$ cat src/rtl/pd_pkg.sv
package pd_pkg;
    typedef enum logic [1:0] {
        ST_IDLE = 2'd0,
        ST_WAIT = 2'd1,
        ST_EMIT = 2'd2
    } pd_state_e;
endpackage

$ cat src/rtl/pd_sync.sv
module pd_sync #(
    parameter int STAGES    = 2,
    parameter bit RESET_VAL = 1'b1
) (
    input  logic clk,
    input  logic rst_n,
    input  logic d_async,
    output logic q_sync
);
    logic [STAGES-1:0] chain;

    genvar g;
    generate
        for (g = 0; g < STAGES; g++) begin : g_stage
            if (g == 0) begin : g_first
                always_ff @(posedge clk or negedge rst_n) begin
                    if (!rst_n) chain[0] <= RESET_VAL;
                    else        chain[0] <= d_async;
                end
            end else begin : g_next
                always_ff @(posedge clk or negedge rst_n) begin
                    if (!rst_n) chain[g] <= RESET_VAL;
                    else        chain[g] <= chain[g-1];
                end
            end
        end
    endgenerate

    assign q_sync = chain[STAGES-1];
endmodule

$ cat src/rtl/pd_edge_qual.sv
module pd_edge_qual (
    input  logic clk,
    input  logic rst_n,
    input  logic line_sync,
    input  logic fall_only,
    output logic arm
);
    logic line_q;
    logic fell;
    logic rose;

    always_ff @(posedge clk or negedge rst_n) begin
        if (!rst_n) line_q <= 1'b1;
        else        line_q <= line_sync;
    end

    assign fell = line_q & ~line_sync;
    assign rose = ~line_q & line_sync;
    assign arm  = fell | (rose & ~fall_only);
endmodule

$ cat src/rtl/pd_window_timer.sv
module pd_window_timer #(
    parameter int unsigned WIN_CYC = 20
) (
    input  logic clk,
    input  logic rst_n,
    input  logic load,
    input  logic run,
    output logic expired
);
    localparam int unsigned CW = $clog2(WIN_CYC + 1);
    localparam logic [CW-1:0] RELOAD = CW'(WIN_CYC - 1);

    logic [CW-1:0] cnt;

    always_ff @(posedge clk or negedge rst_n) begin
        if (!rst_n)                    cnt <= '0;
        else if (load)                 cnt <= RELOAD;
        else if (run && cnt != '0)     cnt <= cnt - 1'b1;
    end

    assign expired = (cnt == '0);
endmodule

$ cat src/rtl/presence_debounce.sv
module presence_debounce
    import pd_pkg::*;
#(
    parameter int unsigned CLK_HZ      = 125_000_000,
    parameter int unsigned WINDOW_MS   = 300,
    parameter int unsigned SYNC_STAGES = 2
) (
    input  logic clk,
    input  logic rst_n,
    input  logic cd_n_raw,
    input  logic fall_only,
    output logic present,
    output logic ev_insert,
    output logic ev_extract
);
    localparam int unsigned WIN_CYC = (CLK_HZ / 1000) * WINDOW_MS;

    logic      line_sync;
    logic      arm;
    logic      expired;
    pd_state_e state_q, state_d;

    pd_sync #(.STAGES(SYNC_STAGES), .RESET_VAL(1'b1)) sync_i (
        .clk     (clk),
        .rst_n   (rst_n),
        .d_async (cd_n_raw),
        .q_sync  (line_sync)
    );

    pd_edge_qual edge_i (
        .clk       (clk),
        .rst_n     (rst_n),
        .line_sync (line_sync),
        .fall_only (fall_only),
        .arm       (arm)
    );

    pd_window_timer #(.WIN_CYC(WIN_CYC)) timer_i (
        .clk     (clk),
        .rst_n   (rst_n),
        .load    (arm),
        .run     (state_q == ST_WAIT),
        .expired (expired)
    );

    always_comb begin
        state_d = state_q;
        unique case (state_q)
            ST_IDLE: if (arm) state_d = ST_WAIT;
            ST_WAIT: begin
                if (arm)          state_d = ST_WAIT;
                else if (expired) state_d = ST_EMIT;
            end
            ST_EMIT: state_d = arm ? ST_WAIT : ST_IDLE;
            default: state_d = ST_IDLE;
        endcase
    end

    always_ff @(posedge clk or negedge rst_n) begin
        if (!rst_n) state_q <= ST_IDLE;
        else        state_q <= state_d;
    end

    always_comb begin
        present    = ~line_sync;
        ev_insert  = 1'b0;
        ev_extract = 1'b0;
        unique case (state_q)
            ST_EMIT: begin
                ev_insert  = ~line_sync;
                ev_extract = line_sync;
            end
            default: ;
        endcase
    end
endmodule

$ cat config.mk
export PLATFORM = sky130hd
export DESIGN_NAME = presence_debounce
export DESIGN_NICKNAME = d
export VERILOG_FILES = /design/src/rtl/pd_pkg.sv /design/src/rtl/pd_sync.sv /design/src/rtl/pd_edge_qual.sv /design/src/rtl/pd_window_timer.sv /design/src/rtl/presence_debounce.sv
export SDC_FILE = /design/constraint.sdc
export NUM_CORES = 1
export LEC_CHECK = 0
export BUFFER_PORTS_ARGS = -buffer_cell sky130_fd_sc_hd__buf_2
export CAP_MARGIN = 20
export CORE_MARGIN = 2
export CORE_UTILIZATION = 57
export CTS_CLUSTER_DIAMETER = 200
export CTS_CLUSTER_SIZE = 10
export DETAILED_ROUTE_END_ITERATION = 7
export GPL_TIMING_DRIVEN = 0
export PLACE_DENSITY = 0.75
export SLEW_MARGIN = 5
export SYNTH_ARGS = -nofsm -noshare
export SYNTH_HDL_FRONTEND = slang
export SYNTH_SLANG_ARGS = --single-unit
$ cat constraint.sdc
create_clock -name clk -period 2.5 [get_ports clk]
set_input_delay 0.25 -clock clk [delete_from_list [all_inputs] [get_ports clk]]
set_output_delay 0.25 -clock clk [all_outputs]
set_load 0.03 [all_outputs]
== After elaboration in Yosys (flattened, before gate mapping) ==
Index checks and enable logic that the tools add are counted.

* Register bits after elaboration: 31
* Output and inout port bits: 3
* Input bits: 4

* $add $sub $neg: 1
* Bitwise operators: 7
* Mux-type cells: 9
* Reduce and logical (&&, ||, !) cells: 6
* Eq/ne operators: 4

{| class="wikitable"
|+ Operators with widths
! cell !! number
|-
| $mux W26 || 2
|-
| $logic_not A26 Y1 || 1
|-
| $reduce_bool A26 Y1 || 1
|-
| $sub A26 B1 Y26 const B || 1
|-
| $mux W2 || 3
|-
| $pmux W2 S3 || 1
|-
| $and A1 B1 Y1 || 3
|-
| $mux W1 || 3
|-
| $ne A3 B3 Y1 const B || 1
|-
| $not A1 Y1 || 3
|-
| $eq A2 B1 Y1 const B || 1
|-
| $eq A2 B2 Y1 const B || 1
|-
| $logic_not A2 Y1 || 1
|-
| $ne A2 B2 Y1 const B || 1
|-
| $reduce_and A2 Y1 || 1
|-
| $reduce_bool A2 Y1 || 1
|-
| $logic_and A1 B1 Y1 || 1
|-
| $or A1 B1 Y1 || 1
|}

== Depth between registers and ports, before layout ==
* Depth after elaboration: 6
* Depth in mapped cells: 7
* Gate-level depth less buffers: 6

== Hierarchy ==
Synthesis repeated with hierarchy kept, for this count alone.

* Cell total of the unflattened synthesis: 164
* Area total of the unflattened synthesis: 1706.6 um2

{| class="wikitable"
|+ Modules (own cells, without submodules)
! module !! cells each !! area each (um2) !! sequential area each (um2) !! instances
|-
| pd_window_timer || 150 || 1502.7 || 650.6 || 1
|-
| presence_debounce || 9 || 106.4 || 50.0 || 1
|-
| pd_sync || 2 || 52.6 || 52.6 || 1
|-
| pd_edge_qual || 3 || 45.0 || 26.3 || 1
|}

== Least setup slack after synthesis ==
Ideal clock, no wire load.

* Path type: register -> register
* Start: reg timer_i.cnt[21]
* End: reg timer_i.cnt[25]
* Stages on the path, launching flop included: 5
* Library setup time: 124 ps
* Data required time: 2376 ps
* Setup slack: 440 ps
* Buffers on the path: 0
* Arrival: 1936 ps
* Period minus slack after synthesis: 2060 ps
* Cell sequence: dfrtp_1 -> or4_4 -> or3_1 -> or4_1 -> a211o_1

* Longest elaborated chain between the ends: 3

{| class="wikitable"
|+ RTL lines
! element !! line !! RTL
|-
| start: declaration || pd_window_timer.sv:13 || <nowiki>logic [CW-1:0] cnt;</nowiki>
|-
| start signal: assignment || pd_window_timer.sv:18 || <nowiki>else if (run && cnt != '0) cnt <= cnt - 1'b1;</nowiki>
|-
| $sub A26 B1 Y26 / $reduce_bool A26 Y1 (equally long branches) || pd_window_timer.sv:18 ||
|-
| $mux W26 / $logic_and A1 B1 Y1 (equally long branches) || pd_window_timer.sv:18 ||
|-
| $mux W26 / $reduce_bool A2 Y1 (equally long branches) || n/a ||
|}

Several ways; a longest one is shown, not always the timed one. The select of a mux whose other input is x is not followed.
A chain may end at the register's enable or synchronous reset.

== Worst setup path in the final report ==
* Start: reg timer_i.cnt[8]
* End: reg timer_i.cnt[19]

Same word-level chain as after synthesis.

==> metrics.md <==
| Metric | Value |
|---|---|
| Area of the mapped netlist | `0.00166 mm²` |
| CTS clock-pin slew for the worst setup and hold paths | `approximately 0.1 ns` |
| Clock tree from TritonCTS | `yes` |
| Main combinational cell family by area after synthesis | `simple AND/OR/NAND/NOR gates` |
| Pin slew with the least headroom to its limit | `0.635 ns` |
| Leakage power summed over all cells | `0.000634 µW` |
| Kind of launch point of the worst setup path | `register` |
| # nets final | `187` |
| Number of global-route vias before repair | `1303` |
| Most repeated cell in the gate-level netlist after synthesis | `dfrtp_1` |
| Maximum number of pins on one net before global-route repair | `32` |
| Setup WS pre-CTS | `0.192 ns` |
| R2R setup slack | `0.28 ns` |
| Slew headroom | `56.5%` |
| Largest fanout of any net on the critical path | `10` |
| Vert. Die Dim | `57.9 µm` |
| Multiplexer area fraction after synthesis | `1.28%` |
| Vias per cell | `6.39` |
| Sum of net half-perimeters after detailed placement | `2.34 mm` |
| Cell taking the most area after synthesis | `dfrtp_1` |
| Area enclosed by the die boundary | `0.00336 mm²` |
| Ys async rst share | `between 90% and 100%` |
| Post-Syn Nets | `169` |
| Synth cell types | `46` |
| Layout cells sized above 1 | `19.1%` |
| Capturing instance or port of the critical path | `timer_i.cnt[19]$_DFFE_PN0P_` |
| Instance count after placement with tap cells included | `201` |
| Ant. Diodes | `0` |
| Critical R2R Launch | `timer_i.cnt[8]$_DFFE_PN0P_` |
| Post-route setup slack | `approximately 0.28 ns` |
| Number of violations of the max-capacitance limit | `0` |
| Number of non-filler instances in the completed layout | `214` |
| Pins over their slew limit | `0` |
| Power density over the cells | `slightly above 500 mW/mm²` |
| Cell types occupying the most area after synthesis | `dfrtp_1, dfstp_2, o31ai_1` |
| Final core utilization | `66.7%` |
| Worst EP required | `around 2.7 ns` |
| Initial detailed-routing violation count | `110` |
| Sum of overflow across all layers after global routing | `0` |
| Share of the synthesized area in the top cell type | `42.3%` |
| Max clock buf depth | `2` |
| Port buffer count | `6` |
| Total core area | `roughly 0.0028 mm²` |
| Yosys warning total | `0` |
| Global-route wire length before repair | `around 6.0 mm` |
| Compound-gate portion of the synthesized area | `16.1%` |
| Most used standard cells in the synthesized netlist | `dfrtp_1, nand2_1, a21oi_1, o31ai_1` |
| Cell count after synthesis | `around 160` |
| Wire length after detailed routing | `between 3 and 4 mm` |
| Worst setup path class | `reg2reg` |
| Post-route clock skew | `around 0.010 ns` |
| Number of rows in the core area | `19` |
| Routed len/inst | `16.0 µm` |
| Filler cell count in the final layout | `between 200 and 250` |
| Maximum resistive drop on vdd | `about 0.00048 V` |
| Worst path cell trace | `nor4_2 > nand4_1 > clkbuf_1 > a2111oi_1 > xnor2_1 > nand2_1` |
| Number of setup violations in the final report | `0` |
| Worst min path class | `reg2reg` |
| Global routing usage summed across all routing layers | `23.9%` |
| CP max stage delay | `around 0.50 ns` |
| Number of cells on the worst hold path | `0` |
| Chip Width | `57.9 µm` |
| IO Pins | `7` |
| Avg Inst Size Synth | `around 10 µm²` |
| Number of register bits inferred by synthesis | `31` |
| Final hold violation count | `0` |
| Cell with the largest stage delay on the worst path | `nor4_2` |
| Maximum clock rate | `around 450 MHz` |
| Clock sink count | `31` |
| Kind of capture point of the worst setup path | `register` |
| TNS Setup | `0 ns` |
| Final RePlAce weighted congestion | `0.833` |
| Start point of the critical path | `timer_i.cnt[8]$_DFFE_PN0P_` |
| Initial antenna violation count | `0` |
| Min Clock Period, post-route | `2.22 ns` |
| Setup repair after global routing missed its margin | `no` |
| Worst-Skew Late Latency | `0.33 ns` |
| Remaining antenna violation count | `0` |
| Xor-xnor portion of the synthesized cell area | `3.70%` |
| Area added between synthesis and finish | `10.9%` |
| First-pass iteration count of the detailed router | `4` |
| Result of the run | `finished, final reports clean` |
| CTS buffer count | `5` |
| Critical path arrival | `2.42 ns` |
| Worst flop-to-flop path endpoint | `timer_i.cnt[19]$_DFFE_PN0P_` |
| Clock root buffer | `clkbuf_4` |
| Initial core utilization | `60.1%` |
| Residual DRC | `0` |
| Adder-Cell Fraction of Synth Area | `0.755%` |
| Number of H-tree branching levels | `2` |
| Post-synthesis simple-gate area fraction | `29.1%` |
| EDFF count, synth | `0` |
| Prevailing post-synth register cell | `dfrtp_1` |
| Worst R2R Path Depth | `6` |
| Proportion of synthesized chip area in sequential cells | `a little under half` |
| Total via count in the routed design | `1368` |
| Final worst-path cycle share | `between 80 and 90%` |
## per-layer routing
| layer | wire (µm) | GRT usage [%] | up-vias |
|---|---|---|---|
| li1 | - | - | 664 |
| met1 | 1540 | 32.6 | 658 |
| met2 | 1670 | 35.6 | 38 |
| met3 | 150 | 7.59 | 8 |
| met4 | 68 | 9.97 | 0 |
| met5 | 0 | 0 | - |
## metrics by stage
step	hold slack [ns]	area, µm²	power, µW
4_1_cts	0.000913	1810	962
5_1_grt	0.366	1840	1000
2_1_floorplan	-0.0456	1660	597
3_5_place_dp	0.327	1730	629
6_report	0.359	1840	956
3_3_place_gp	0.315	1730	623
## final cells by class
cell class,instances,area (µm²),area share (%)
clock buffer,8,68.8,3.74
multi-input combinational,125,845,45.9
tap,31,38.8,2.11
timing repair buffer,11,72.6,3.95
inverter,3,11.3,0.613
sequential,31,779,42.4
buffer,5,22.5,1.23
## worst min path at each step
stage	from	endpoint	slack [ns]
6_report	sync_i.chain[0]$_DFF_PN1_	sync_i.q_sync$_DFF_PN1_	0.36
5_1_grt	sync_i.chain[0]$_DFF_PN1_	sync_i.q_sync$_DFF_PN1_	0.37
4_1_cts	cd_n_raw	sync_i.chain[0]$_DFF_PN1_	0.0009
3_5_place_dp	rst_n	timer_i.cnt[5]$_DFFE_PN0P_	0.33
3_3_place_gp	rst_n	timer_i.cnt[5]$_DFFE_PN0P_	0.31
2_1_floorplan	rst_n	state_q[0]$_DFFE_PN0P_	-0.05
## where the power goes
part / internal [µW] / switching [µW]
Clock: 165 / 170
Sequential: 520 / 19.0
Combinational: 27.1 / 55.2
Total: 712 / 244
## cell usage in the layout, fill, tap and decap left out, types with 3 or more instances in the layout
| cell | synthesis | routed |
|---|---|---|
| xnor2_1 | 5 | 5 |
| nor3_1 | 6 | 6 |
| nand3_1 | 9 | 9 |
| or3_1 | 8 | 8 |
| buf_2 | 0 | 6 |
| buf_4 | 1 | 4 |
| nor2_1 | 9 | 9 |
| clkbuf_4 | 0 | 5 |
| nand2_1 | 14 | 14 |
| inv_1 | 3 | 3 |
| dfstp_2 | 3 | 3 |
| or4_1 | 9 | 9 |
| o31ai_1 | 10 | 10 |
| o21ai_0 | 4 | 4 |
| nor4_1 | 5 | 5 |
| dfrtp_1 | 28 | 28 |
| clkbuf_1 | 4 | 5 |
| a21oi_1 | 12 | 12 |
## repair_timing
action                     4_1_cts  5_1_grt
setup endpoints to repair        0        5
hold endpoints to repair        28        1
gates resized for setup          0        0
hold buffers                     1        1
buffers inserted                 0        3
## state kept, by name (all words and copies together), names as in the netlist
register       cells
edge_i.line_q      1
timer_i.cnt       26
state_q            2
sync_i.q_sync      1
sync_i.chain       1
## cell families (layout without fill, tap and decap cells)
kind of cell / count (synthesis) / in the layout
and+or+nand+nor: 80 / 80
AOI/OAI and AO/OA: 35 / 35
DFF: 31 / 31
buffers and inverters: 8 / 27
xor gates and xnor gates: 7 / 7
muxes: 2 / 2
adders and majority gates: 1 / 1
## worst max-delay path: cells and delay by family, from the launching register on
family | cells | cell delay [ns]
AO/OA/AOI/OAI | 1 | 0.43
XOR/XNOR | 1 | 0.18
buffers and inverters | 1 | 0.27
flip-flops | 1 | 0.41
AND/OR/NAND/NOR | 3 | 0.80
Note: power is estimated with default switching activity, not from simulation.
